==> config.mk <==
export PLATFORM = sky130hd
export DESIGN_NAME = swd_init_seq
export DESIGN_NICKNAME = d
export VERILOG_FILES = /design/src/rtl/swd_init_pkg.sv /design/src/rtl/swd_half_tick.sv /design/src/rtl/swd_raw_stream.sv /design/src/rtl/swd_init_seq.sv
export SDC_FILE = /design/constraint.sdc
export NUM_CORES = 1
export LEC_CHECK = 0
export ABC_AREA = 1
export BUFFER_PORTS_ARGS = -buffer_cell sky130_fd_sc_hd__buf_2
export CORE_ASPECT_RATIO = 0.5
export CORE_UTILIZATION = 45
export CTS_CLUSTER_DIAMETER = 50
export DETAILED_ROUTE_END_ITERATION = 12
export PLACE_DENSITY = 0.74
export SLEW_MARGIN = 20
export SYNTH_ARGS = -nofsm -noshare
export SYNTH_HDL_FRONTEND = slang
export SYNTH_HIERARCHICAL = 1
export SYNTH_SLANG_ARGS = --single-unit
==> constraint.sdc <==
create_clock -name clk -period 3.4 [get_ports clk]
set_clock_uncertainty 0.1 [all_clocks]
set_input_delay 0.68 -clock clk [delete_from_list [all_inputs] [get_ports clk]]
set_output_delay 0.68 -clock clk [all_outputs]
set_load 0.005 [all_outputs]
==> src/rtl/swd_init_pkg.sv <==
package swd_init_pkg;

    typedef enum logic [1:0] {
        ST_IDLE = 2'd0,
        ST_RAW  = 2'd1,
        ST_READ = 2'd2,
        ST_DONE = 2'd3
    } init_state_e;

    localparam logic [2:0] ACK_OK      = 3'b001;
    localparam logic [1:0] IDCODE_ADDR = 2'b00;

    typedef struct packed {
        logic [2:0]  ack;
        logic        perr;
        logic [31:0] data;
    } xact_rsp_t;

    function automatic logic rsp_good(input xact_rsp_t rsp, input logic [31:0] expect_id);
        return (rsp.ack == ACK_OK) && !rsp.perr && (rsp.data == expect_id);
    endfunction

endpackage

==> src/rtl/swd_half_tick.sv <==
module swd_half_tick #(
    parameter int DIV_W = 8
) (
    input  logic             clk,
    input  logic             rst,
    input  logic             run,
    input  logic [DIV_W-1:0] div,
    output logic             phase,
    output logic             bit_end
);
    logic [DIV_W-1:0] cnt;
    logic             wrap;

    assign wrap    = (cnt == div);
    assign bit_end = run && wrap && phase;

    always_ff @(posedge clk) begin
        if (rst || !run) begin
            cnt   <= '0;
            phase <= 1'b0;
        end else if (wrap) begin
            cnt   <= '0;
            phase <= ~phase;
        end else begin
            cnt   <= cnt + 1'b1;
        end
    end
endmodule

==> src/rtl/swd_raw_stream.sv <==
module swd_raw_stream #(
    parameter int                     LR_BITS     = 56,
    parameter int                     IDLE_BITS   = 2,
    parameter int                     SWITCH_BITS = 16,
    parameter logic [SWITCH_BITS-1:0] SWITCH_PAT  = 16'hE79E
) (
    input  logic clk,
    input  logic rst,
    input  logic load,
    input  logic advance,
    output logic bit_val,
    output logic last
);
    localparam int TOTAL    = 2 * (LR_BITS + IDLE_BITS) + SWITCH_BITS;
    localparam int IDX_W    = $clog2(TOTAL + 1);
    localparam int SW_START = LR_BITS + IDLE_BITS;
    localparam int SW_END   = SW_START + SWITCH_BITS;
    localparam int LR2_END  = SW_END + LR_BITS;
    localparam int SW_IW    = (SWITCH_BITS > 1) ? $clog2(SWITCH_BITS) : 1;

    logic [IDX_W-1:0] idx;
    logic [SW_IW-1:0] sel;
    int               pos;

    always_ff @(posedge clk) begin
        if (rst || load)  idx <= '0;
        else if (advance) idx <= idx + 1'b1;
    end

    assign last = (idx == IDX_W'(TOTAL - 1));

    always_comb begin
        pos = int'(idx);
        sel = SW_IW'(pos - SW_START);
        if (pos < LR_BITS)       bit_val = 1'b1;
        else if (pos < SW_START) bit_val = 1'b0;
        else if (pos < SW_END)   bit_val = SWITCH_PAT[sel];
        else if (pos < LR2_END)  bit_val = 1'b1;
        else                     bit_val = 1'b0;
    end
endmodule

==> src/rtl/swd_init_seq.sv <==
module swd_init_seq
    import swd_init_pkg::*;
#(
    parameter int DIV_W       = 8,
    parameter int LR_BITS     = 56,
    parameter int IDLE_BITS   = 2,
    parameter int SWITCH_BITS = 16,
    parameter logic [SWITCH_BITS-1:0] SWITCH_PAT = 16'hE79E
) (
    input  logic             clk,
    input  logic             rst,
    input  logic             start,
    input  logic [DIV_W-1:0] clk_div,
    input  logic [31:0]      expected_idcode,
    output logic             swclk,
    output logic             swdio_out,
    output logic             swdio_oe,
    input  logic             eng_swclk,
    input  logic             eng_swdio_out,
    input  logic             eng_swdio_oe,
    output logic             xact_req,
    output logic             xact_apndp,
    output logic             xact_rnw,
    output logic [1:0]       xact_addr,
    input  logic             xact_done,
    input  logic [2:0]       xact_ack,
    input  logic             xact_parity_err,
    input  logic [31:0]      xact_rdata,
    output logic             done,
    output logic             success,
    output logic [31:0]      idcode
);
    init_state_e st;
    logic        raw_active, eng_active, launch;
    logic        phase, bit_end, raw_bit, raw_last;
    xact_rsp_t   rsp;

    assign raw_active = (st == ST_RAW);
    assign eng_active = (st == ST_READ);
    assign launch     = start && (st == ST_IDLE || st == ST_DONE);
    assign rsp        = '{ack: xact_ack, perr: xact_parity_err, data: xact_rdata};

    swd_half_tick #(.DIV_W(DIV_W)) u_tick (
        .clk     (clk),
        .rst     (rst),
        .run     (raw_active),
        .div     (clk_div),
        .phase   (phase),
        .bit_end (bit_end)
    );

    swd_raw_stream #(
        .LR_BITS     (LR_BITS),
        .IDLE_BITS   (IDLE_BITS),
        .SWITCH_BITS (SWITCH_BITS),
        .SWITCH_PAT  (SWITCH_PAT)
    ) u_raw (
        .clk     (clk),
        .rst     (rst),
        .load    (launch),
        .advance (bit_end),
        .bit_val (raw_bit),
        .last    (raw_last)
    );

    always_ff @(posedge clk) begin
        if (rst) begin
            st      <= ST_IDLE;
            done    <= 1'b0;
            success <= 1'b0;
            idcode  <= '0;
        end else begin
            case (st)
                ST_IDLE, ST_DONE: if (launch) begin
                    st      <= ST_RAW;
                    done    <= 1'b0;
                    success <= 1'b0;
                end
                ST_RAW: if (bit_end && raw_last) st <= ST_READ;
                ST_READ: if (xact_done) begin
                    st      <= ST_DONE;
                    done    <= 1'b1;
                    success <= rsp_good(rsp, expected_idcode);
                    idcode  <= rsp.data;
                end
                default: st <= ST_IDLE;
            endcase
        end
    end

    always_comb begin
        if (raw_active) begin
            swclk     = phase;
            swdio_out = raw_bit;
            swdio_oe  = 1'b1;
        end else if (eng_active) begin
            swclk     = eng_swclk;
            swdio_out = eng_swdio_out;
            swdio_oe  = eng_swdio_oe;
        end else begin
            swclk     = 1'b0;
            swdio_out = 1'b0;
            swdio_oe  = 1'b1;
        end
    end

    assign xact_req   = eng_active;
    assign xact_apndp = 1'b0;
    assign xact_rnw   = 1'b1;
    assign xact_addr  = IDCODE_ADDR;
endmodule

==> results by group, run 1 <==
Floorplan
  – FP Rows: 20
  – CORE AREA: 0.00631 mm2
  – Die W: 119 um
  – Initial Utilization: 0.485
  – Die Ht: 60.3 um
  – Die area: 0.00714 mm2
  – I/O Pins: 125

Synthesis
  – Synth Instances: 438
  – Top cells by area, synth: dfxtp_1, nand2_1, inv_1
  – Area leader, netlist: dfxtp_1
  – Synth Register Bits: 53
  – Syn Area/Cell: 6.98 um2
  – Cell area after synthesis: 0.00306 mm2
  – Yosys top cell area share: 0.347
  – Seq/Total Area, Yosys: 0.347
  – Synth warnings: 6
  – Synth unique cells: 35

GRT
  – Vias in the first global route: 2524
  – GR Util met2: 0.363
  – Met3 Usage GRT: 0.0496
  – Initial antenna violation count: 0
  – GRT Overall Usage: 0.189
  – Grt met1 use: 0.215
  – Congestion Overflow GR: 0
  – Largest net degree at the start of global routing: 42
  – Busiest layer in global routing: met2
  – Global-route wire length before repair: 10.7 mm

Setup path
  – Crit start category: register
  – Internal reg-to-reg setup slack: 1.14 ns
  – CP required: 2.62 ns
  – Slowest stage delay, CP: 0.46 ns
  – Worst setup EP type: output pin
  – Reg2Reg Depth: 13
  – Slowest CP cell: dfxtp_1
  – WP data arrival: 1.92 ns
  – Crit Path Max Fanout: 7
  – Critical-path cell list: inv_1, ha_1, o21ai_0, nand2_1, nand2_1, nand2_1, nand2_1, nand2_1, nand2_1, nand2_1, buf_2
  – Worst path most repeated cell: nand2_1
  – Crit path kind: register to output pin

Clock tree
  – # resized after CTS: 0
  – Clock tree buffer depth: 2
  – Root Driver: clkbuf_16
  – Skew-Pair Late Insertion Delay: 0.28 ns
  – Clock sink count: 53
  – Post-CTS setup buffers: 0
  – Post-CTS Hold Buffers: 0
  – Cts bufs inserted: 5
  – H-tree levels: 2
  – CTS tree: built
  – Clock-pin slew on the worst setup and hold paths: 0.06 ns

Drt
  – TritonRoute pass-1 iters: 4
  – Post-Route WL: 6.59 mm
  – DR iter-0 viols: 95
  – Vias per cell: 4.54
  – WL per Instance: 10.3 um
  – Detailed-route via count: 2912
  – Post-route ant nets: 0
  – Drt drc: 0

Finish
  – Filler Cells Inserted: 615
  – Fraction of layout cells with a size suffix above 1: 0.289
  – Final Util: 0.608
  – NumNets Final: 646
  – Antenna Diode Count: 0
  – Area delta synth->final: 25.6%
  – Layout Cells excl Fill: 642

Worst hold path
  – Min-delay worst type: register to register
  – WHS Path Cells: 2

Placement
  – Placed Instances: 635
  – Placer Congestion: 0.816
  – Port-buffer cells: 120
  – Detailed placement HPWL: 5.11 mm

STA
  – Setup Viol. Count Final: 0
  – Worst relative slew slack: 0.517
  – Final setup TNS: 0 ns
  – Period minus WS final: 2.70 ns
  – Setup repair after global routing missed its margin: false
  – Tcrit/Tclk final: 0.795
  – F_max: 370 MHz
  – Final hold vios: 0
  – Worst slew pin tran: 0.723 ns
  – Pins Over Slew Limit: 0

Power and ir drop
  – Peak VDD IR: 0.216 mV
  – Leakage: 1.87 nW
  – Total Power: 0.00179 W
  – Power per cell area: 466 mW/mm2

Run
  – Max-Cap Viols: 0

Status
  – Status: finished, final reports clean
## synthesized netlist by cell type
| master | count |
|---|---|
| a211oi_1 | 1 |
| a211oi_2 | 8 |
| a21oi_1 | 33 |
| a21oi_2 | 2 |
| a31oi_4 | 1 |
| and3_1 | 1 |
| buf_1 | 2 |
| buf_2 | 1 |
| buf_4 | 7 |
| buf_6 | 1 |
| clkbuf_1 | 3 |
| conb_1 | 2 |
| dfxtp_1 | 53 |
| ha_1 | 9 |
| inv_1 | 54 |
| inv_2 | 2 |
| nand2_1 | 133 |
| nand2_2 | 4 |
| nand2_4 | 1 |
| nand3_1 | 10 |
| nand3_2 | 4 |
| nand3b_1 | 1 |
| nand4_1 | 1 |
| nor2_1 | 49 |
| nor2_2 | 5 |
| nor2_4 | 2 |
| nor3_1 | 3 |
| nor3_2 | 1 |
| o21a_1 | 2 |
| o21ai_0 | 7 |
| o21ai_4 | 1 |
| or2_1 | 1 |
| or2_2 | 2 |
| xnor2_1 | 21 |
| xor2_1 | 10 |
## through the flow
stage                     setup slack, ns  hold slack, ns  cell area, um2
after global routing                0.463           0.381            3840
after detailed placement            0.796           0.353            3690
after floorplan                      1.17           0.350            3060
after global placement              0.860           0.348            3690
after CTS                           0.680           0.363            3840
final                               0.697           0.361            3840
## flip-flops by register name, summed over array words and instances (netlist names)
register,flops
idcode,32
done,1
u_raw/idx,8
u_tick/phase,1
success,1
u_tick/cnt,8
st,2
## area by class of cell
| cell class | instances | area [um2] | area share |
|---|---|---|---|
| clock buffer | 7 | 143 | 0.0372 |
| tap | 88 | 110 | 0.0287 |
| timing repair buffer | 121 | 608 | 0.159 |
| sequential | 53 | 1060 | 0.277 |
| multi-input combinational | 317 | 1700 | 0.444 |
| inverter | 56 | 210 | 0.0548 |
## worst paths after layout
check | startpoint | to
min | success$_SDFFE_PP0P_ | success$_SDFFE_PP0P_
max reg2reg | u_tick/cnt[6]$_SDFF_PP0_ | u_raw/idx[7]$_SDFFE_PP0P_
min reg2reg | success$_SDFFE_PP0P_ | success$_SDFFE_PP0P_
max | u_raw/idx[1]$_SDFFE_PP0P_ | swdio_out
## routing by layer
layer	up-vias	wire length (um)
met5	-	0
met4	0	44
met3	5	279
met2	51	3260
met1	1287	3010
li1	1569	-
## cell families (layout without fill, tap and decap cells)
kind of cell               after synthesis  in the layout  synth area share
AOI/OAI and AO/OA                       55             55             0.124
xor gates and xnor gates                31             31            0.0889
adders and majority gates                9              9            0.0369
buffers and inverters                   70            184            0.0975
DFF                                     53             53             0.347
other                                    2              4           0.00246
and+or+nand+nor                        218            218             0.303
## worst max-delay path, delay by kind of cell, from the launching register on
family	cells	cell delay, ns
fa+ha+maj	1	0.35
flops	1	0.46
buf+inv	2	0.24
simple gates	7	0.40
compound gates	1	0.20
## where the power goes
group	internal [W]	switching, W	total, W
Combinational	0.000239	0.000333	0.000572
Sequential	0.000687	0.0000363	0.000723
Clock	0.000289	0.000205	0.000494
Total	0.00122	0.000574	0.00179
## placed cells by master, fill, tap and decap left out, drive strengths merged, types with 4 or more instances in the layout
master	synthesis	layout
nand2	138	138
buf	11	121
inv	56	56
nor2	56	56
dfxtp	53	53
a21oi	35	35
xnor2	21	21
nand3	14	14
xor2	10	10
ha	9	9
a211oi	9	9
o21ai	8	8
clkbuf	3	7
conb	2	4
nor3	4	4
(Power assumes the default switching activity.)
==> run 2, diff against run 1 <==
CORE_UTILIZATION = 44   (was 45)
PLACE_DENSITY = 0.76   (was 0.74)
clock period = 2.3 ns   (was 3.4 ns; I/O delays follow)
==> results by group, run 2 (synthesis gave the netlist of run 1 again) <==
Status
  – Status: finished, final reports clean

Drt
  – Post-route ant nets: 0
  – Post-Route WL: 6.82 mm
  – TritonRoute pass-1 iters: 4
  – DR iter-0 viols: 109
  – Vias per cell: 4.55
  – Drt drc: 0
  – Detailed-route via count: 2969
  – WL per Instance: 10.4 um

Finish
  – Filler Cells Inserted: 643
  – Area delta synth->final: 29.3%
  – Largest register FFs: 32
  – Antenna Diode Count: 0
  – Largest Register: idcode
  – NumNets Final: 653
  – Commonest non-fill, non-tap cell in the layout: nand2_1
  – Largest regs: idcode (32), u_raw/idx (8), u_tick/cnt (8)
  – Fraction of layout cells with a size suffix above 1: 0.317
  – Most frequent cells in the layout: nand2_1, buf_2, inv_1
  – Layout Cells excl Fill: 653
  – Final Util: 0.590
  – Area of the multi-input gates: 0.00174 mm2
  – Register Area: 0.00107 mm2
  – Final instance area: 0.00395 mm2

Setup path
  – Cell family with most CP delay: simple AND/OR/NAND/NOR gates
  – Crit Path Max Fanout: 6
  – Worst path most repeated cell: nand2_1
  – Crit start category: register
  – WP data arrival: 1.64 ns
  – Slowest CP cell: dfxtp_4
  – Crit path buffers/inverters: 2
  – CP required: 1.74 ns
  – Worst setup EP type: output pin
  – Critical-path cell list: inv_4, ha_4, nand2_2, o21ai_1, nand2_1, nand2_1, nand2_1, nand2_1, nand2_1, nand2_1, nand2_1, buf_2
  – Worst reg2reg startpoint: u_tick/cnt[3]$_SDFF_PP0_
  – Slowest stage delay, CP: 0.40 ns
  – Beginning of the critical path: u_raw/idx[1]$_SDFFE_PP0P_
  – Crit path kind: register to output pin

Floorplan
  – FP Rows: 21
  – I/O Pins: 125
  – CORE AREA: 0.00670 mm2
  – Die Ht: 60.9 um
  – Initial Utilization: 0.456
  – Die W: 120 um
  – Die area: 0.00730 mm2

STA
  – Final hold vios: 0
  – Period minus WS final: 2.20 ns
  – Tcrit/Tclk final: 0.958
  – Pins Over Slew Limit: 0
  – Setup Viol. Count Final: 0
  – Setup repair after global routing missed its margin: true
  – F_max: 454 MHz

Placement
  – Detailed placement HPWL: 5.13 mm
  – DP Area: 0.00373 mm2
  – Placed Instances: 642
  – Port-buffer cells: 120
  – Placer Congestion: 0.772

GRT
  – Vias in the first global route: 2388
  – GRT Overall Usage: 0.178
  – Largest net degree at the start of global routing: 42
  – Global-route wire length before repair: 10.3 mm
  – Initial antenna violation count: 0
  – Congestion Overflow GR: 0

Clock tree
  – Root Driver: clkbuf_16
  – Clock sink count: 53
  – H-tree levels: 2
  – Skew-Pair Late Insertion Delay: 0.28 ns
  – Clock-pin slew on the worst setup and hold paths: 0.07 ns
  – CTS tree: built
  – Clock tree buffer depth: 2
  – Cts bufs inserted: 5

Worst hold path
  – Min-delay worst type: input port to register
  – Hold_sp: xact_rdata[13]

Power and ir drop
  – Total Power: 0.00265 W
  – Power per cell area: 672 mW/mm2
  – Leakage: 1.92 nW
  – Peak VDD IR: 0.313 mV

Run
  – Max-Cap Viols: 0
-- run 2: cell types whose count changed in the layout (fill, tap and decap cells not counted), sizes merged --
cell / before / now
clkinv: 0 / 1
clkbuf: 7 / 6
buf: 121 / 128
-- run 2: area by class of cell --
cell class	count	area share
Clock buffer	6	0.0326
Inverter	56	0.0538
Clock inverter	1	0.00222
Timing Repair Buffer	128	0.170
Tap cell	92	0.0291
Multi-Input combinational cell	317	0.440
Sequential cell	53	0.271
-- run 2: worst min-delay path: stages --
cell and delay (ns):
buf_2 0.11, nand2_1 0.06, a21oi_1 0.05
-- run 2: path summary, 6_finish.rpt --
check	to	slack (ns)	cells after the start
max	swdio_out	0.1	12
min	idcode[13]$_SDFFE_PP0P_	0.33	3
max reg2reg	u_raw/idx[7]$_SDFFE_PP0P_	0.39	14
min reg2reg	idcode[27]$_SDFFE_PP0P_	0.36	2
-- run 2: where the power goes --
| group | internal, W | switching, W | leakage [nW] |
|---|---|---|---|
| logic | 0.000373 | 0.000503 | 1.42 |
| clock network | 0.000400 | 0.000314 | 0.0669 |
| registers | 0.00101 | 0.0000523 | 0.432 |
-- run 2: what timing repair did --
action | 4_1_cts | 5_1_grt
pin swaps | 1 | 8
hold buffers | 0 | 0
gates resized for setup | 5 | 12
endpoints found under the setup margin | 1 | 1
buffers inserted | 0 | 4
-- run 2: metal layers --
| layer | global-route usage | share of wire |
|---|---|---|
| met5 | 0 | 0 |
| met4 | 0.0446 | 0.011 |
| met3 | 0.0357 | 0.045 |
| met2 | 0.332 | 0.49 |
| met1 | 0.216 | 0.45 |
-- run 2: per-stage QoR --
stage | hold slack, ns | TNS, ns | setup WS (ns)
detailed placement | 0.352 | 0 | 0.191
finish | 0.333 | 0 | 0.0959
CTS | 0.328 | 0 | 0.00664
global placement | 0.349 | 0 | 0.246
global route | 0.332 | -0.0555 | -0.0555
floorplan | 0.350 | 0 | 0.289
